### src/rtl/sdl_pkg.sv
package sdl_pkg;

    parameter int WORD_W  = 24;
    parameter int ADDR_W  = 2;
    parameter int M_W     = 10;
    parameter int A_W     = 7;
    parameter int R_W     = 12;
    parameter int CP_W    = 2;

    localparam int A_LSB     = ADDR_W;
    localparam int M_LSB     = A_LSB + A_W;
    localparam int R_LSB     = ADDR_W;
    localparam int SENSE_BIT = R_LSB + R_W;
    localparam int CP_LSB    = SENSE_BIT + 1;

    typedef enum logic [ADDR_W-1:0] {
        DEST_BUF1 = 2'b00,
        DEST_BUF2 = 2'b01,
        DEST_CTL  = 2'b10,
        DEST_NONE = 2'b11
    } dest_e;

    typedef struct packed {
        logic [M_W-1:0] m;
        logic [A_W-1:0] a;
    } ma_word_t;

    typedef struct packed {
        logic            swap;
        logic [CP_W-1:0] cp;
        logic [R_W-1:0]  r;
    } ctl_word_t;

endpackage

### src/rtl/sdl_serial_rx.sv
module sdl_serial_rx #(
    parameter int WORD_W      = 24,
    parameter int SYNC_STAGES = 2
) (
    input  logic              clk,
    input  logic              rst_n,
    input  logic              ser_clk,
    input  logic              ser_data,
    input  logic              ser_en,
    output logic [WORD_W-1:0] word,
    output logic              load
);

    localparam int S = (SYNC_STAGES < 2) ? 2 : SYNC_STAGES;

    typedef struct packed {
        logic [S-1:0]      sclk;
        logic [S-1:0]      sdat;
        logic [S-1:0]      sen;
        logic              sclk_last;
        logic              sen_last;
        logic [WORD_W-1:0] shift;
        logic              load;
    } rx_state_t;

    rx_state_t st_d, st_q;
    logic      clk_s, en_s, dat_s;

    assign clk_s = st_q.sclk[S-1];
    assign en_s  = st_q.sen[S-1];
    assign dat_s = st_q.sdat[S-1];

    always_comb begin
        st_d           = st_q;
        st_d.sclk      = {st_q.sclk[S-2:0], ser_clk};
        st_d.sdat      = {st_q.sdat[S-2:0], ser_data};
        st_d.sen       = {st_q.sen[S-2:0], ser_en};
        st_d.sclk_last = clk_s;
        st_d.sen_last  = en_s;
        st_d.load      = st_q.sen_last & ~en_s;
        if (en_s && clk_s && !st_q.sclk_last) begin
            st_d.shift = {st_q.shift[WORD_W-2:0], dat_s};
        end
    end

    always_ff @(posedge clk or negedge rst_n) begin
        if (!rst_n) begin
            st_q <= '0;
        end else begin
            st_q <= st_d;
        end
    end

    assign word = st_q.shift;
    assign load = st_q.load;

    // with the synchronised enable low, the shift register must hold
    a_r1_shift_idle: assert property (@(posedge clk) disable iff (!rst_n)
        !en_s |=> $stable(st_q.shift));

endmodule

### src/rtl/sdl_regbank.sv
module sdl_regbank
    import sdl_pkg::*;
(
    input  logic              clk,
    input  logic              rst_n,
    input  logic [WORD_W-1:0] word,
    input  logic              load,
    output ma_word_t          buf1,
    output ma_word_t          buf2,
    output ctl_word_t         ctl
);

    typedef struct packed {
        ma_word_t  b1;
        ma_word_t  b2;
        ctl_word_t c;
    } bank_t;

    bank_t     bk_d, bk_q;
    dest_e     dest;
    ma_word_t  ma_new;
    ctl_word_t ctl_new;

    always_comb begin
        dest         = dest_e'(word[ADDR_W-1:0]);
        ma_new.m     = word[M_LSB +: M_W];
        ma_new.a     = word[A_LSB +: A_W];
        ctl_new.r    = word[R_LSB +: R_W];
        ctl_new.swap = word[SENSE_BIT];
        ctl_new.cp   = word[CP_LSB +: CP_W];

        bk_d = bk_q;
        if (load) begin
            unique case (dest)
                DEST_BUF1: bk_d.b1 = ma_new;
                DEST_BUF2: bk_d.b2 = ma_new;
                DEST_CTL:  bk_d.c  = ctl_new;
                default:   bk_d    = bk_q;
            endcase
        end
    end

    always_ff @(posedge clk or negedge rst_n) begin
        if (!rst_n) begin
            bk_q <= '0;
        end else begin
            bk_q <= bk_d;
        end
    end

    assign buf1 = bk_q.b1;
    assign buf2 = bk_q.b2;
    assign ctl  = bk_q.c;

    // a word with the reserved destination leaves every register untouched
    a_r2_reserved_drop: assert property (@(posedge clk) disable iff (!rst_n)
        (load && word[ADDR_W-1:0] == 2'b11) |=> $stable(bk_q));

    // no register moves without a load strobe
    a_r2_load_only: assert property (@(posedge clk) disable iff (!rst_n)
        !load |=> $stable(bk_q));

endmodule

### src/rtl/sdl_ma_counter.sv
module sdl_ma_counter
    import sdl_pkg::*;
#(
    parameter int PRE = 4
) (
    input  logic     clk,
    input  logic     rst_n,
    input  logic     run,
    input  logic     f1_sel,
    input  ma_word_t buf1,
    input  ma_word_t buf2,
    output logic     pulse
);

    localparam int CW = M_W + A_W + $clog2(PRE + 1);
    localparam logic [CW-1:0] PRE_C = CW'(PRE);

    typedef struct packed {
        logic [CW-1:0] cnt;
        ma_word_t      act;
        logic          pls;
    } ma_state_t;

    ma_state_t      st_d, st_q;
    logic [M_W-1:0] m_eff;
    logic [A_W-1:0] a_eff;
    logic [CW-1:0]  cyc_len;
    logic           wrap;

    always_comb begin
        m_eff   = (st_q.act.m == '0) ? M_W'(1) : st_q.act.m;
        a_eff   = (st_q.act.a == '0) ? A_W'(1) : st_q.act.a;
        cyc_len = CW'(m_eff) * PRE_C + CW'(a_eff);
        wrap    = (st_q.cnt >= cyc_len - CW'(1));

        st_d = st_q;
        if (!run) begin
            st_d.cnt = '0;
            st_d.pls = 1'b0;
        end else if (wrap) begin
            st_d.cnt = '0;
            st_d.pls = 1'b1;
            st_d.act = f1_sel ? buf1 : buf2;
        end else begin
            st_d.cnt = st_q.cnt + CW'(1);
            st_d.pls = 1'b0;
        end
    end

    always_ff @(posedge clk or negedge rst_n) begin
        if (!rst_n) begin
            st_q <= '0;
        end else begin
            st_q <= st_d;
        end
    end

    assign pulse = st_q.pls;

    // the active pair only changes at the end of a count cycle
    a_r6_reload_at_boundary: assert property (@(posedge clk) disable iff (!rst_n)
        !(run && wrap) |=> $stable(st_q.act));

    // the cycle pulse lasts one clock
    a_r5_single_pulse: assert property (@(posedge clk) disable iff (!rst_n)
        st_q.pls |=> !st_q.pls);

    // no pulse follows a powered-down cycle
    a_r10_ma_quiet: assert property (@(posedge clk) disable iff (!rst_n)
        !run |=> (!st_q.pls && st_q.cnt == '0));

endmodule

### src/rtl/sdl_ref_div.sv
module sdl_ref_div
    import sdl_pkg::*;
(
    input  logic           clk,
    input  logic           rst_n,
    input  logic           run,
    input  logic [R_W-1:0] ratio,
    output logic           pulse
);

    typedef struct packed {
        logic [R_W-1:0] cnt;
        logic           pls;
    } rd_state_t;

    rd_state_t      st_d, st_q;
    logic [R_W-1:0] r_eff;
    logic           wrap;

    always_comb begin
        r_eff = (ratio == '0) ? R_W'(1) : ratio;
        wrap  = (st_q.cnt >= r_eff - R_W'(1));

        st_d = st_q;
        if (!run) begin
            st_d.cnt = '0;
            st_d.pls = 1'b0;
        end else if (wrap) begin
            st_d.cnt = '0;
            st_d.pls = 1'b1;
        end else begin
            st_d.cnt = st_q.cnt + R_W'(1);
            st_d.pls = 1'b0;
        end
    end

    always_ff @(posedge clk or negedge rst_n) begin
        if (!rst_n) begin
            st_q <= '0;
        end else begin
            st_q <= st_d;
        end
    end

    assign pulse = st_q.pls;

    // reference pulses stop while powered down
    a_r10_ref_quiet: assert property (@(posedge clk) disable iff (!rst_n)
        !run |=> !st_q.pls);

    // with a ratio above one, a pulse is never followed at once by another
    a_r7_ref_spacing: assert property (@(posedge clk) disable iff (!rst_n)
        (st_q.pls && ratio > R_W'(1) && $stable(ratio)) |=> !st_q.pls);

endmodule

### src/rtl/sdl_divider_loader.sv
module sdl_divider_loader
    import sdl_pkg::*;
#(
    parameter int PRE         = 4,
    parameter int SYNC_STAGES = 2
) (
    input  logic            clk,
    input  logic            rst_n,
    input  logic            ser_clk,
    input  logic            ser_data,
    input  logic            ser_en,
    input  logic            f1_sel,
    input  logic            pwr_dn,
    output logic            mon1,
    output logic            mon2,
    output logic [CP_W-1:0] cp_mult
);

    logic [WORD_W-1:0] rx_word;
    logic              rx_load;
    ma_word_t          buf1, buf2;
    ctl_word_t         ctl;
    logic              run;
    logic              ma_pulse, ref_pulse;

    assign run = ~pwr_dn;

    sdl_serial_rx #(
        .WORD_W      (WORD_W),
        .SYNC_STAGES (SYNC_STAGES)
    ) u_rx (
        .clk      (clk),
        .rst_n    (rst_n),
        .ser_clk  (ser_clk),
        .ser_data (ser_data),
        .ser_en   (ser_en),
        .word     (rx_word),
        .load     (rx_load)
    );

    sdl_regbank u_bank (
        .clk   (clk),
        .rst_n (rst_n),
        .word  (rx_word),
        .load  (rx_load),
        .buf1  (buf1),
        .buf2  (buf2),
        .ctl   (ctl)
    );

    sdl_ma_counter #(
        .PRE (PRE)
    ) u_ma (
        .clk    (clk),
        .rst_n  (rst_n),
        .run    (run),
        .f1_sel (f1_sel),
        .buf1   (buf1),
        .buf2   (buf2),
        .pulse  (ma_pulse)
    );

    sdl_ref_div u_ref (
        .clk   (clk),
        .rst_n (rst_n),
        .run   (run),
        .ratio (ctl.r),
        .pulse (ref_pulse)
    );

    always_comb begin
        mon1 = ctl.swap ? ref_pulse : ma_pulse;
        mon2 = ctl.swap ? ma_pulse  : ref_pulse;
    end

    assign cp_mult = ctl.cp;

    // both monitors are low one cycle into power-down
    a_r10_mon_low: assert property (@(posedge clk) disable iff (!rst_n)
        (pwr_dn && $past(pwr_dn)) |-> (!mon1 && !mon2));

endmodule

### config.mk
export PLATFORM = sky130hd
export DESIGN_NAME = sdl_divider_loader
export DESIGN_NICKNAME = d
export VERILOG_FILES = /design/src/rtl/sdl_pkg.sv /design/src/rtl/sdl_serial_rx.sv /design/src/rtl/sdl_regbank.sv /design/src/rtl/sdl_ma_counter.sv /design/src/rtl/sdl_ref_div.sv /design/src/rtl/sdl_divider_loader.sv
export SDC_FILE = /design/constraint.sdc
export NUM_CORES = 1
export LEC_CHECK = 0
export BUFFER_PORTS_ARGS = -buffer_cell sky130_fd_sc_hd__buf_2
export CORE_AREA = 2 2 116 118
export CTS_CLUSTER_SIZE = 10
export DETAILED_ROUTE_END_ITERATION = 16
export DIE_AREA = 0 0 118 120
export GPL_TIMING_DRIVEN = 0
export PLACE_DENSITY_LB_ADDON = 0.12
export SYNTH_ARGS = -nofsm -noshare
export SYNTH_HDL_FRONTEND = slang
export SYNTH_HIERARCHICAL = 1
export SYNTH_SLANG_ARGS = --single-unit
### constraint.sdc
create_clock -name clk -period 4.4 [get_ports clk]
set_clock_uncertainty 0.15 [all_clocks]
set_input_delay 0.88 -clock clk [delete_from_list [all_inputs] [get_ports clk]]
set_output_delay 0.88 -clock clk [all_outputs]
set_load 0.05 [all_outputs]
==> tab_implementation.tex <==
\begin{tabular}{lr}
\hline
Metric & Value \\
\hline
\multicolumn{2}{l}{\textbf{Status}} \\
\quad Result of the run & finished with violations \\
\quad Violations in the final reports & setup timing \\
\multicolumn{2}{l}{\textbf{Cells and area}} \\
\quad Commonest cells after routing, fill and taps aside & sky130\_fd\_sc\_hd\_\_dfrtp\_1, sky130\_fd\_sc\_hd\_\_mux2\_2, sky130\_fd\_sc\_hd\_\_ha\_1, sky130\_fd\_sc\_hd\_\_inv\_1, sky130\_fd\_sc\_hd\_\_nor2\_1 \\
\quad Commonest non-fill, non-tap cell in the layout & sky130\_fd\_sc\_hd\_\_dfrtp\_1 \\
\quad Total inserted antenna cells & 0 \\
\quad Share of post-route cells with drive strength above 1 & 0.2834 \\
\quad Layout overhead on the synthesized area & 17.20\% \\
\quad Final-stage net count & between 700 and 800 \\
\quad Final std cells w/o fill & 843 \\
\multicolumn{2}{l}{\textbf{Placed design}} \\
\quad Post-Place Cells & 800 \\
\quad HPWL after detailed placement & roughly 9700 um \\
\quad Buffers added on ports & 9 \\
\quad Final RePlAce weighted congestion & 0.7751 \\
\multicolumn{2}{l}{\textbf{Setup path}} \\
\quad Worst reg2reg path endpoint & u\_ma/st\_q[8] \\
\quad Crit path top cell by count & sky130\_fd\_sc\_hd\_\_a21oi\_2 \\
\quad Worst path arrival time & about 4.6 ns \\
\quad Req. time, crit path & 4.54 ns \\
\quad Origin of the critical flop-to-flop path & u\_ma/st\_q[16] \\
\quad Register-to-Register Path Depth & 21 \\
\quad Top fanout value on the critical path & 7 \\
\quad Longest individual stage delay on the worst path & 0.40 ns \\
\quad Startpoint type of the worst setup path & flop \\
\quad Worst Setup End Kind & flop \\
\quad Category of cells accounting for the largest share of critical-path delay & compound AO/OA/AOI/OAI gates \\
\quad Critical-path cell list & inv\_2 -> ha\_2 -> nor4b\_4 -> a21oi\_2 -> ha\_4 -> fa\_2 -> nor2b\_1 -> o21a\_1 -> o21ai\_2 -> a22oi\_2 -> a21oi\_2 -> o211ai\_1 -> buf\_4 -> ha\_4 -> a21o\_1 -> nand3\_2 -> a21oi\_2 -> a211oi\_2 -> o22a\_1 -> buf\_6 -> mux2\_1 \\
\quad Worst Path Buf+Inv & 3 \\
\quad Slowest cell on the critical path & sky130\_fd\_sc\_hd\_\_dfrtp\_1 \\
\quad Register-to-register path setup slack & -0.02 ns \\
\quad Critical setup path kind & flop to flop \\
\multicolumn{2}{l}{\textbf{Route}} \\
\quad Ratio of routed vias to standard cells & 5.476 \\
\quad Avg WL per Cell & roughly 16 um \\
\quad Via count & about 4600 \\
\quad Antenna-violating nets left & 0 \\
\quad Initial DRT Pass Iterations & 4 \\
\quad DRC marker count from the first detailed-route iteration & 210 \\
\quad DRC violation count after routing & 0 \\
\quad Post-Route WL & 13530 um \\
\multicolumn{2}{l}{\textbf{Clocking}} \\
\quad Clock latency on the worst-skew pair & 0.41 ns \\
\quad CTS sink count & 128 \\
\quad TritonCTS clock tree & built \\
\quad Cts-stage hold buffer count & 0 \\
\quad H-tree levels & 4 \\
\quad Buffers from clock root to sink, at most & 2 \\
\quad Clock Pin Slew Worst Setup and Hold Paths & around 0.060 ns \\
\quad Clock root cell & sky130\_fd\_sc\_hd\_\_clkbuf\_16 \\
\quad Clock buffer count from CTS & 17 \\
\multicolumn{2}{l}{\textbf{Pwr}} \\
\quad Cell internal pwr & between 2000 and 3000 uW \\
\quad Static leakage power & approximately 0.004 uW \\
\quad Portion of total power attributed to combinational logic & 0.254 \\
\quad Switching power total & $\sim$1100 uW \\
\quad Flop pwr share & 0.368 \\
\quad Power density of the placed cells & approximately 470 nW/um\^{}2 \\
\quad Clock Power Share & 0.379 \\
\quad Max rail drop VDD & 0.3873 mV \\
\quad Net switching fraction of the power & 0.2837 \\
\multicolumn{2}{l}{\textbf{Die}} \\
\quad Initial standard-cell utilization of the core & 0.5431 \\
\quad Die Y-Extent & $\sim$120 um \\
\quad Total I/O pin count & 11 \\
\quad Die boundary width & $\sim$120 um \\
\quad Die footprint & 14160 um\^{}2 \\
\quad Area of the core & approximately 13000 um\^{}2 \\
\quad Number of core rows & between 40 and 50 \\
\multicolumn{2}{l}{\textbf{Timing}} \\
\quad Final Hold Violating Endpoints & 0 \\
\quad Hold Worst Slack & between 0.15 and 0.2 ns \\
\quad Post-route clock period utilization & 1.005 \\
\quad Fmax achieved & approximately 230 MHz \\
\quad Unrepaired setup endpoints after global routing & true \\
\quad Clock period minus worst slack & 4.420 ns \\
\quad Max-slew violations & 0 \\
\quad Actual transition at the worst max-transition pin & roughly 0.82 ns \\
\quad Rel. slew slack & 0.4565 \\
\quad Final count of negative-setup-slack endpoints & 4 \\
\quad Fin worst setup slack & -0.01999 ns \\
\multicolumn{2}{l}{\textbf{Synth}} \\
\quad Area of the mapped netlist & 7049 um\^{}2 \\
\quad Mean post-synth cell area & $\sim$11 um\^{}2 \\
\quad Net count after synthesis & slightly below 700 \\
\quad Count of mapped cells out of synthesis & 614 \\
\quad Synth warnings & 6 \\
\multicolumn{2}{l}{\textbf{Flow run}} \\
\quad Number of max-cap violations & 0 \\
\multicolumn{2}{l}{\textbf{Global routing}} \\
\quad First-pass GRT wire length & approximately 23000 um \\
\quad GRT Total Usage & 0.2053 \\
\quad GRT overflow & 0 \\
\quad Maximum number of pins on one net before global-route repair & 95 \\
\quad Via count of the first global-routing pass & approximately 4600 \\
\quad Initial antenna violation count & 0 \\
\multicolumn{2}{l}{\textbf{Min path}} \\
\quad Min-Delay Path Class & input port to async pin \\
\hline
\end{tabular}
how the worst max path moves through the flow:
stage | cells past startpoint | to | startpoint | slack [ns]
3_5_place_dp | 21 | u_ma/st_q[11] | u_ma/st_q[17] | -0.67
2_1_floorplan | 20 | u_ma/st_q[1] | u_ma/st_q[16] | 0.002
5_1_grt | 22 | u_ma/st_q[11] | u_ma/st_q[14] | -0.24
3_3_place_gp | 21 | u_ma/st_q[6] | u_ma/st_q[16] | -0.54
4_1_cts | 22 | u_ma/st_q[11] | u_ma/st_q[16] | -0.01
6_report | 21 | u_ma/st_q[8] | u_ma/st_q[16] | -0.02
layout make-up:
class	count	area (um^2)
Sequential cell	128	3203
Clock inverter	9	158.9
Clock buffer	22	454.2
Fill cell	1044	4718
Buffer	35	270.3
Tap cell	176	220.2
Timing Repair Buffer	22	190.2
Inverter	45	171.4
Multi-Input combinational cell	406	3593
through the flow:
| stage | worst slack, ns | setup TNS (ns) | area, um^2 | util | total power (uW) |
|---|---|---|---|---|---|
| floorplan | 0.002125 | 0 | 7092 | - | 2146 |
| global placement | -0.5450 | -13.72 | 7357 | 0.5668 | 2329 |
| detailed placement | -0.6657 | -15.84 | 7391 | 0.5694 | 2379 |
| CTS | -0.01422 | -0.01422 | 8093 | 0.6235 | 3868 |
| global route | -0.2396 | -6.496 | 8262 | 0.6365 | 4090 |
| finish | -0.01999 | -0.04619 | 8262 | 0.6365 | 3853 |
what timing repair did:
action	4_1_cts	5_1_grt
endpoints found under the setup margin	38	38
endpoints found under the hold margin	0	0
pin swaps	6	21
gates cloned	0	1
buffers inserted	7	4
gates resized for setup	8	25
flip-flops by register name, summed over array words and instances, names as in the netlist:
register and flops:
u_ma/st_q 37, u_rx/word 19, u_bank/buf1 17, u_bank/buf2 17, u_bank/ctl 15, u_ref/st_q 12, u_rx/st_d 3, u_rx/st_q 2
u_ma/pulse 1, u_ref/pulse 1, u_rx/clk_s 1, u_rx/dat_s 1, u_rx/en_s 1, u_rx/load 1
layer usage:
layer  routed length, um  track usage  vias up  share of wire
li1                    -            -     2221              -
met1                6362       0.2693     2329           0.47
met2                6689       0.3343       51           0.49
met3                 292      0.04895       15          0.022
met4                 184      0.07304        0          0.014
met5                   0            0        -              0
power by group through the flow:
stage / Combinational (uW) / Clock [uW] / Sequential (uW)
global placement: 900 / 0 / 1430
finish: 977 / 1460 / 1420
global route: 1100 / 1550 / 1440
floorplan: 738 / 0 / 1410
CTS: 962 / 1490 / 1420
detailed placement: 943 / 0 / 1440
worst reg2reg max path, cell delays in order, from the launching register on:
cell and delay, ns:
sky130_fd_sc_hd__dfrtp_1 0.40, sky130_fd_sc_hd__inv_2 0.07, sky130_fd_sc_hd__ha_2 0.18, sky130_fd_sc_hd__nor4b_4 0.23, sky130_fd_sc_hd__a21oi_2 0.12, sky130_fd_sc_hd__ha_4 0.26
sky130_fd_sc_hd__fa_2 0.35, sky130_fd_sc_hd__nor2b_1 0.12, sky130_fd_sc_hd__o21a_1 0.17, sky130_fd_sc_hd__o21ai_2 0.08, sky130_fd_sc_hd__a22oi_2 0.22, sky130_fd_sc_hd__a21oi_2 0.09
sky130_fd_sc_hd__o211ai_1 0.20, sky130_fd_sc_hd__buf_4 0.22, sky130_fd_sc_hd__ha_4 0.22, sky130_fd_sc_hd__a21o_1 0.16, sky130_fd_sc_hd__nand3_2 0.06, sky130_fd_sc_hd__a21oi_2 0.06
sky130_fd_sc_hd__a211oi_2 0.22, sky130_fd_sc_hd__o22a_1 0.19, sky130_fd_sc_hd__buf_6 0.16, sky130_fd_sc_hd__mux2_1 0.33
No activity file was read; power rests on OpenSTA's default activity.
